<file path="src/rtl/pwm_pkg.sv">
package pwm_pkg;

    typedef enum logic {
        DIR_OUTPUT = 1'b0,
        DIR_INPUT  = 1'b1
    } pin_dir_e;

    typedef struct packed {
        logic oe;
        logic level;
    } pin_drive_t;

endpackage

</file>
<file path="src/rtl/pwm_timebase.sv">
module pwm_timebase #(
    parameter int DUTY_W = 8
) (
    input  logic              clk,
    input  logic              rst,
    input  logic              wr,
    input  logic [DUTY_W-1:0] wdata,
    output logic [DUTY_W-1:0] cnt,
    output logic [DUTY_W-1:0] act
);
    localparam logic [DUTY_W-1:0] LAST = '1;

    typedef struct packed {
        logic [DUTY_W-1:0] cnt;
        logic [DUTY_W-1:0] shadow;
        logic [DUTY_W-1:0] act;
    } tb_state_t;

    tb_state_t st_d, st_q;

    always_comb begin
        st_d     = st_q;
        st_d.cnt = st_q.cnt + 1'b1;
        if (st_q.cnt == LAST) begin
            st_d.act = st_q.shadow;
        end
        if (wr) begin
            st_d.shadow = wdata;
        end
    end

    always_ff @(posedge clk) begin
        if (rst) begin
            st_q <= '0;
        end else begin
            st_q <= st_d;
        end
    end

    assign cnt = st_q.cnt;
    assign act = st_q.act;

endmodule

</file>
<file path="src/rtl/pwm_shape.sv">
module pwm_shape #(
    parameter int DUTY_W = 8,
    parameter int FINE_W = 1
) (
    input  logic [DUTY_W-1:0] cnt,
    input  logic [DUTY_W-1:0] act,
    output logic              wave
);
    localparam int POS_W = DUTY_W - FINE_W;

    logic [FINE_W-1:0] sub_idx;
    logic [FINE_W-1:0] fine_val;
    logic [POS_W-1:0]  pos;
    logic [POS_W-1:0]  coarse;
    logic              extra;
    logic [POS_W:0]    high_len;

    always_comb begin
        sub_idx  = cnt[DUTY_W-1 -: FINE_W];
        pos      = cnt[POS_W-1:0];
        fine_val = act[FINE_W-1:0];
        coarse   = act[DUTY_W-1 -: POS_W];
        extra    = (sub_idx < fine_val);
        high_len = {1'b0, coarse} + {{POS_W{1'b0}}, extra};
        wave     = ({1'b0, pos} < high_len);
    end

endmodule

</file>
<file path="src/rtl/pwm_pin.sv">
module pwm_pin
    import pwm_pkg::*;
(
    input  logic pwm_sel,
    input  logic pin_dir,
    input  logic pin_data,
    input  logic wave,
    output logic pin_out,
    output logic pin_oe
);
    pin_drive_t drv;

    always_comb begin
        drv = '0;
        if (pin_dir_e'(pin_dir) == DIR_OUTPUT) begin
            drv.oe    = 1'b1;
            drv.level = pwm_sel ? (pin_data & wave) : pin_data;
        end
    end

    assign pin_out = drv.level;
    assign pin_oe  = drv.oe;

endmodule

</file>
<file path="src/rtl/subcycle_pwm.sv">
module subcycle_pwm #(
    parameter int DUTY_W = 8,
    parameter int FINE_W = 1
) (
    input  logic              clk,
    input  logic              rst,
    input  logic              duty_wr,
    input  logic [DUTY_W-1:0] duty_wdata,
    input  logic              pwm_sel,
    input  logic              pin_dir,
    input  logic              pin_data,
    output logic              pin_out,
    output logic              pin_oe
);
    logic [DUTY_W-1:0] cnt;
    logic [DUTY_W-1:0] act;
    logic              wave;

    pwm_timebase #(.DUTY_W(DUTY_W)) u_timebase (
        .clk   (clk),
        .rst   (rst),
        .wr    (duty_wr),
        .wdata (duty_wdata),
        .cnt   (cnt),
        .act   (act)
    );

    pwm_shape #(.DUTY_W(DUTY_W), .FINE_W(FINE_W)) u_shape (
        .cnt  (cnt),
        .act  (act),
        .wave (wave)
    );

    pwm_pin u_pin (
        .pwm_sel  (pwm_sel),
        .pin_dir  (pin_dir),
        .pin_data (pin_data),
        .wave     (wave),
        .pin_out  (pin_out),
        .pin_oe   (pin_oe)
    );

endmodule

</file>
<file path="config.mk">
export PLATFORM = sky130hd
export DESIGN_NAME = subcycle_pwm
export DESIGN_NICKNAME = d
export VERILOG_FILES = /design/src/rtl/pwm_pkg.sv /design/src/rtl/pwm_timebase.sv /design/src/rtl/pwm_shape.sv /design/src/rtl/pwm_pin.sv /design/src/rtl/subcycle_pwm.sv
export SDC_FILE = /design/constraint.sdc
export NUM_CORES = 1
export LEC_CHECK = 0
export BUFFER_PORTS_ARGS = -buffer_cell sky130_fd_sc_hd__buf_2
export CORE_MARGIN = 2
export CORE_UTILIZATION = 30
export CTS_CLUSTER_DIAMETER = 120
export DETAILED_ROUTE_END_ITERATION = 10
export GPL_TIMING_DRIVEN = 0
export PLACE_DENSITY_LB_ADDON = 0.12
export SYNTH_ARGS = -nofsm -noshare
export SYNTH_HDL_FRONTEND = slang
export SYNTH_HIERARCHICAL = 1
export SYNTH_SLANG_ARGS = --single-unit
</file>
<file path="constraint.sdc">
create_clock -name clk -period 3.7 [get_ports clk]
set_input_delay 0.74 -clock clk [delete_from_list [all_inputs] [get_ports clk]]
set_output_delay 0.74 -clock clk [all_outputs]
set_load 0.02 [all_outputs]
</file>
==> results of run 1 <==
-- worst max-delay path, delay by kind of cell, from the launching register on --
family          cells  cell delay (ns)
flops               1             0.34
compound gates      3             0.38
simple gates        4             0.46
buf+inv             2             0.28
fa+ha+maj           3             0.72
xor+xnor            1             0.16
-- synthesized netlist by cell type, drive strengths merged --
cell	number	area share
nand2b	18	0.085
dfxtp	24	0.36
ha	9	0.085
xnor2	3	0.020
o21ai	4	0.015
nor2	14	0.045
inv	2	0.0057
nand2	5	0.014
nand3	8	0.034
mux2i	16	0.12
a21oi	7	0.026
and3	2	0.0094
or3	3	0.014
o22ai	1	0.0047
clkbuf	2	0.0057
xor2	5	0.033
buf	18	0.098
nor2b	2	0.0094
nand4	2	0.014
-- cell type report --
class	count	area, um2	share of cell area
Multi-Input combinational cell	99	703	0.458
Sequential cell	24	480	0.313
Buffer	20	138	0.0896
Timing Repair Buffer	14	70.1	0.0456
Tap cell	52	65.1	0.0424
Clock buffer	3	41.3	0.0269
Clock inverter	1	30.0	0.0196
Inverter	2	7.51	0.00489
-- flip-flops by register name, summed over array words and instances (netlist names) --
name,flops
u_timebase/act,8
u_timebase/st_q,8
u_timebase/cnt,8
-- power by group through the flow --
| stage | registers (mW) | logic (mW) | clock network (mW) |
|---|---|---|---|
| after floorplan | 0.276 | 0.0330 | 0 |
| after global placement | 0.278 | 0.0460 | 0 |
| after detailed placement | 0.278 | 0.0469 | 0 |
| after CTS | 0.272 | 0.0472 | 0.241 |
| after global routing | 0.273 | 0.0525 | 0.253 |
| final | 0.272 | 0.0463 | 0.234 |
-- cells by family (layout without fill, tap and decap cells) --
family / after synthesis / in the layout / synth area share
and+or+nand+nor: 54 / 54 / 0.225
DFF: 24 / 24 / 0.362
buffers and inverters: 22 / 40 / 0.109
muxes: 16 / 16 / 0.121
AOI/OAI and AO/OA: 12 / 12 / 0.0461
adders and majority gates: 9 / 9 / 0.0847
xor gates and xnor gates: 8 / 8 / 0.0527
-- final timing paths --
check / startpoint / endpoint / slack [ns] / cells past startpoint
worst max-delay path: u_timebase/cnt[7]$_SDFF_PP0_ / pin_out / 0.34 / 13
worst max register to register: u_timebase/cnt[0]$_SDFF_PP0_ / u_timebase/act[6]$_SDFFE_PP0N_ / 2.30 / 4
worst min register to register: u_timebase/cnt[0]$_SDFF_PP0_ / u_timebase/cnt[0]$_SDFF_PP0_ / 0.48 / 1
worst min-delay path: u_timebase/cnt[0]$_SDFF_PP0_ / u_timebase/cnt[0]$_SDFF_PP0_ / 0.48 / 1
-- through the flow --
stage	cell area, um2	worst slack (ns)	instances	power (mW)
after global routing	1540	0.150	215	0.578
after CTS	1540	0.319	215	0.560
after global placement	1460	0.649	211	0.324
after detailed placement	1460	0.629	211	0.325
after floorplan	1330	0.857	145	0.309
final	1540	0.344	215	0.552
-- metal layers --
layer | track usage | vias to the layer above | share of wire | routed length, um
li1 | - | 509 | - | -
met1 | 0.138 | 442 | 0.49 | 1190
met2 | 0.166 | 24 | 0.45 | 1070
met3 | 0.0385 | 2 | 0.055 | 132
met4 | 0.0231 | 0 | 0.0054 | 13
met5 | 0 | - | 0 | 0
==> run metrics, run 1 <==
Syn Area/Cell=9.16 um2; register area share after synthesis=0.362; TritonCTS clock tree=built; Psw=116 uW; final WL=2.41 mm; combinational share of power=0.084; Yosys warning count=6; core area=0.00432 mm2; # hold bufs at CTS=0; critical setup path kind=flip-flop to primary output; ANT cells=0; WP data arrival=2.62 ns; Net Count, Synth=168; first-pass GRT wire length=4.20 mm; DIE AREA=0.00498 mm2; Vias=977; hold crit path type=flip-flop to flip-flop; Iter 0 DRT Violations=21; Die Y=70.6 um; max-slew violations=0; Num CTS Buffers=3; final hold violations=0; commonest non-fill, non-tap cell in the layout=dfxtp_1; Peak Freq=0.298 GHz; share of post-route cells with drive strength above 1=0.239; Clock Skew=0.00130 ns; Cells after Synth=145; initial antenna violation count=0; setup tns final=0 ns; first-pass iteration count of the detailed router=4; H-Tree Level Count=1; clock-pin slew on the worst setup and hold paths=0.09 ns; sw frac=0.210; cell mode on critical path=ha_1; most frequent cells in the layout=dfxtp_1, nand2b_1, buf_2, mux2i_1, buf_4; # nets final=187; Critical Path Source Type=flip-flop; data required time of the critical path=2.96 ns; Area Overhead vs Synth=15.5%; Total Routing Usage GR=0.105; P_leak=0.653 nW; Clock Path Buffers=2; IO buf count=14; power density over the cells=359 mW/mm2; Initial Util=0.307; vias in the first global route=969; site row count=24; final worst-path cycle share=0.907; number of synthesized register bits=24; status=completed; worst path cell trace=buf_4, nor2b_1, ha_1, ha_1, nand3_1, xor2_1, ha_1, a21oi_1, o21ai_0, o22ai_1, nand2b_1, and3_1, buf_2; Reg power frac=0.493; Slew HR=0.664; max-cap violations=0; RSZ-0062 raised after global routing=false; critical path capture point type=primary output; largest net degree at the start of global routing=15; clk sink count=24; Final Hold Slack=0.479 ns; CTS root buf=clkbuf_8; Final min period=3.36 ns; cts repair resizes=0; Post-DP HPWL=1.87 mm; setup bufs post-CTS=0; worst ir drop on vdd=0.000147 V; worst-margin pin slew=0.505 ns; # IOs=16; CP max-delay cell=dfxtp_1; Die X=70.6 um; slowest stage delay, CP=0.34 ns; internal cell power=436 uW; DR WL/cell=11.2 um; global route total overflow=0; worst skew pair latency=0.27 ns; fillers=467; Final ANT Viol Nets=0; Mapped Area=0.00133 mm2; clock share of power=0.424; final core utilization=0.355; routability cong.=0.708; Netlist cell types=23; Final setup viols=0; Residual DRC=0; drt via density=4.54; crit-path max FO=4
Note: power is estimated with default switching activity, not from simulation.
==> inputs of run 2 (changes only) <==
--- a/config.mk
+++ b/config.mk
@@ -7,12 +7,11 @@
 export LEC_CHECK = 0
 export BUFFER_PORTS_ARGS = -buffer_cell sky130_fd_sc_hd__buf_2
 export CORE_MARGIN = 2
-export CORE_UTILIZATION = 30
+export CORE_UTILIZATION = 45
 export CTS_CLUSTER_DIAMETER = 120
 export DETAILED_ROUTE_END_ITERATION = 10
 export GPL_TIMING_DRIVEN = 0
 export PLACE_DENSITY_LB_ADDON = 0.12
 export SYNTH_ARGS = -nofsm -noshare
 export SYNTH_HDL_FRONTEND = slang
-export SYNTH_HIERARCHICAL = 1
 export SYNTH_SLANG_ARGS = --single-unit
==> run metrics, run 2 <==
worst skew pair latency=0.31 ns (+0.04 ns); Clock Path Buffers=2 (unchanged); Final min period=3.45 ns (+0.0941 ns); first-pass iteration count of the detailed router=2 (-2); Synth area leaders=dfxtp_1, mux2i_1, ha_1; Num CTS Buffers=3 (unchanged); Final setup viols=0 (unchanged); fillers=229 (-51%); Netlist cell types=26 (+13%); Post-synth top flop=dfxtp_1; Critical Path Source Type=flip-flop; Vias=876 (-10%); slowest stage delay, CP=0.37 ns (+0.03 ns); max-slew violations=0 (unchanged); Syn Area/Cell=9.53 um2 (+4.0%); Peak Freq=0.290 GHz (-2.7%); CTS root buf=clkbuf_4; critical path capture point type=primary output; critical setup path kind=flip-flop to primary output; Die X=54.8 um (-22%); area share of the largest cell type after synthesis=0.413 (+0.0518); Iter 0 DRT Violations=12 (-43%); crit-path max FO=4 (unchanged); worst ir drop on vdd=0.000254 V (+73%); cell family with most CP delay=adder cells; number of synthesized register bits=24 (unchanged); setup tns final=0 ns (unchanged); final hold violations=0 (unchanged); top cell type by total area after synthesis=dfxtp_1; commonest non-fill, non-tap cell in the layout=dfxtp_1; Slew HR=0.640 (-0.0239); Initial Util=0.473 (+0.166); Final ANT Viol Nets=0 (unchanged); largest net degree at the start of global routing=15 (unchanged); most frequent cells in the layout=dfxtp_1, nor2_1, buf_2; drt via density=5.15 (+13%); initial antenna violation count=0 (unchanged); max-cap violations=0 (unchanged); Residual DRC=0 (unchanged); setup bufs post-CTS=0 (unchanged); site row count=18 (-25%); Clock Skew=0.00584 ns (+0.00454 ns); clock-pin slew on the worst setup and hold paths=0.13 ns (+0.04 ns); cell mode on critical path=ha_1; power density over the cells=376 mW/mm2 (+4.5%); Die Y=54.8 um (-22%); P_leak=0.584 nW (-11%); first-pass GRT wire length=3.41 mm (-19%); Total Power=498 uW (-9.8%); Post-synth EDFFs=0 (unchanged); Mapped Area=0.00116 mm2 (-13%); worst path cell trace=nor2b_1, ha_1, ha_1, and3_1, nand3_1, xor2_1, ha_1, a21oi_1, and3_1, o21ai_1, a311oi_2, buf_4; # nets final=164 (-12%); DR WL/cell=12.1 um (+8.5%); Post-DP HPWL=1.62 mm (-13%); Yosys warning count=0 (-6); clk sink count=24 (unchanged); DIE AREA=0.00301 mm2 (-40%); hold crit path type=flip-flop to flip-flop; routability cong.=0.749 (+5.9%); core area=0.00245 mm2 (-43%); Synth top cells by count=dfxtp_1, nor2_1, mux2i_1, ha_1; ANT cells=0 (unchanged); Crit path buffers/inverters=1 (-1); share of synthesized flip-flops with an asynchronous set or reset=0 (unchanged); Multi-input gate area=658 um2 (-6.4%); # IOs=16 (unchanged); Area Overhead vs Synth=14.0%; H-Tree Level Count=1 (unchanged); status=completed; CP max-delay cell=dfxtp_1; WP data arrival=2.71 ns (+0.09 ns); vias in the first global route=822 (-15%); Total Routing Usage GR=0.163 (+0.0585); data required time of the critical path=2.96 ns (about the same); final worst-path cycle share=0.933 (+0.0254); RSZ-0062 raised after global routing=false; worst-margin pin slew=0.540 ns (+0.0358 ns); IO buf count=14 (unchanged); register area share after synthesis=0.413 (+0.0518); final WL=2.06 mm (-14%); Seq. cell area=480 um2 (unchanged); Cells after Synth=122 (-16%); most common cell in the synthesized netlist=dfxtp_1; share of post-route cells with drive strength above 1=0.164 (-0.0750); global route total overflow=0 (unchanged); TritonCTS clock tree=built; Net Count, Synth=145 (-14%)
## run 2: cell types whose count changed in the layout (fill, tap and decap cells not counted), sizes merged, moves of 2 or more
cell	change
and3	+2
buf	-17
mux2i	-4
nand2b	-17
nor2	+4
o21ai	+3
## run 2: what timing repair did
item / 4_1_cts / 5_1_grt
resized for setup: 0 / 1
setup endpoints to repair: 0 / 1
hold buffers: 0 / 0
endpoints found under the hold margin: 0 / 0
## run 2: metal layers
layer  track usage  wire (um)  vias to the layer above  part of all wire
met5             0          0                        -                 0
met4        0.0625         10                        0            0.0048
met3        0.0328         47                        2             0.023
met2         0.280       1030                       10              0.50
met1         0.198        980                      398              0.48
li1              -          -                      466                 -
## run 2: cell families (layout without fill, tap and decap cells)
| kind of cell | after synthesis | count (layout) | share of synthesized area |
|---|---|---|---|
| compound gates | 17 | 17 | 0.0850 |
| xor+xnor | 9 | 9 | 0.0678 |
| fa+ha+maj | 9 | 9 | 0.0969 |
| buf+inv | 6 | 24 | 0.0204 |
| flops | 24 | 24 | 0.413 |
| mux | 12 | 12 | 0.103 |
| simple gates | 45 | 45 | 0.213 |
## run 2: worst paths after layout
check,from,end,slack [ns],cells past startpoint
worst max-delay path,u_timebase.act[0]$_SDFFE_PP0N_,pin_out,0.25,12
worst min-delay path,u_timebase.st_q[13]$_SDFFE_PP0P_,u_timebase.act[5]$_SDFFE_PP0N_,0.47,2
worst max register to register,u_timebase.cnt[0]$_SDFF_PP0_,u_timebase.act[6]$_SDFFE_PP0N_,2.25,5
worst min register to register,u_timebase.st_q[13]$_SDFFE_PP0P_,u_timebase.act[5]$_SDFFE_PP0N_,0.47,2
## run 2: layout make-up
type,count,share of cell area
Buffer,3,0.00944
Clock buffer,3,0.0170
Clock inverter,1,0.0227
Inverter,3,0.00850
Multi-Input combinational cell,92,0.497
Sequential cell,24,0.363
Tap cell,30,0.0283
Timing Repair Buffer,14,0.0548
## run 2: tightest hold or removal path: stages, from the launching register on
cell	delay, ns
dfxtp_1	0.34
nand2_1	0.05
a21oi_1	0.05
## run 2: where the power goes
part           internal, mW  total [mW]  switching, mW
Clock                 0.109       0.188         0.0781
Sequential            0.266       0.272        0.00582
Combinational        0.0189      0.0380         0.0191
Total                 0.395       0.498          0.103
## run 2: per-stage QoR
step | worst slack (ns) | hold WS (ns) | instance area (um2) | std cells | utilization
2_1_floorplan | 0.714 | 0.425 | 1160 | 122 | -
3_3_place_gp | 0.617 | 0.445 | 1270 | 166 | 0.517
3_5_place_dp | 0.565 | 0.457 | 1270 | 166 | 0.517
4_1_cts | 0.198 | 0.477 | 1320 | 170 | 0.539
5_1_grt | 0.00576 | 0.495 | 1330 | 170 | 0.540
6_report | 0.249 | 0.469 | 1330 | 170 | 0.540
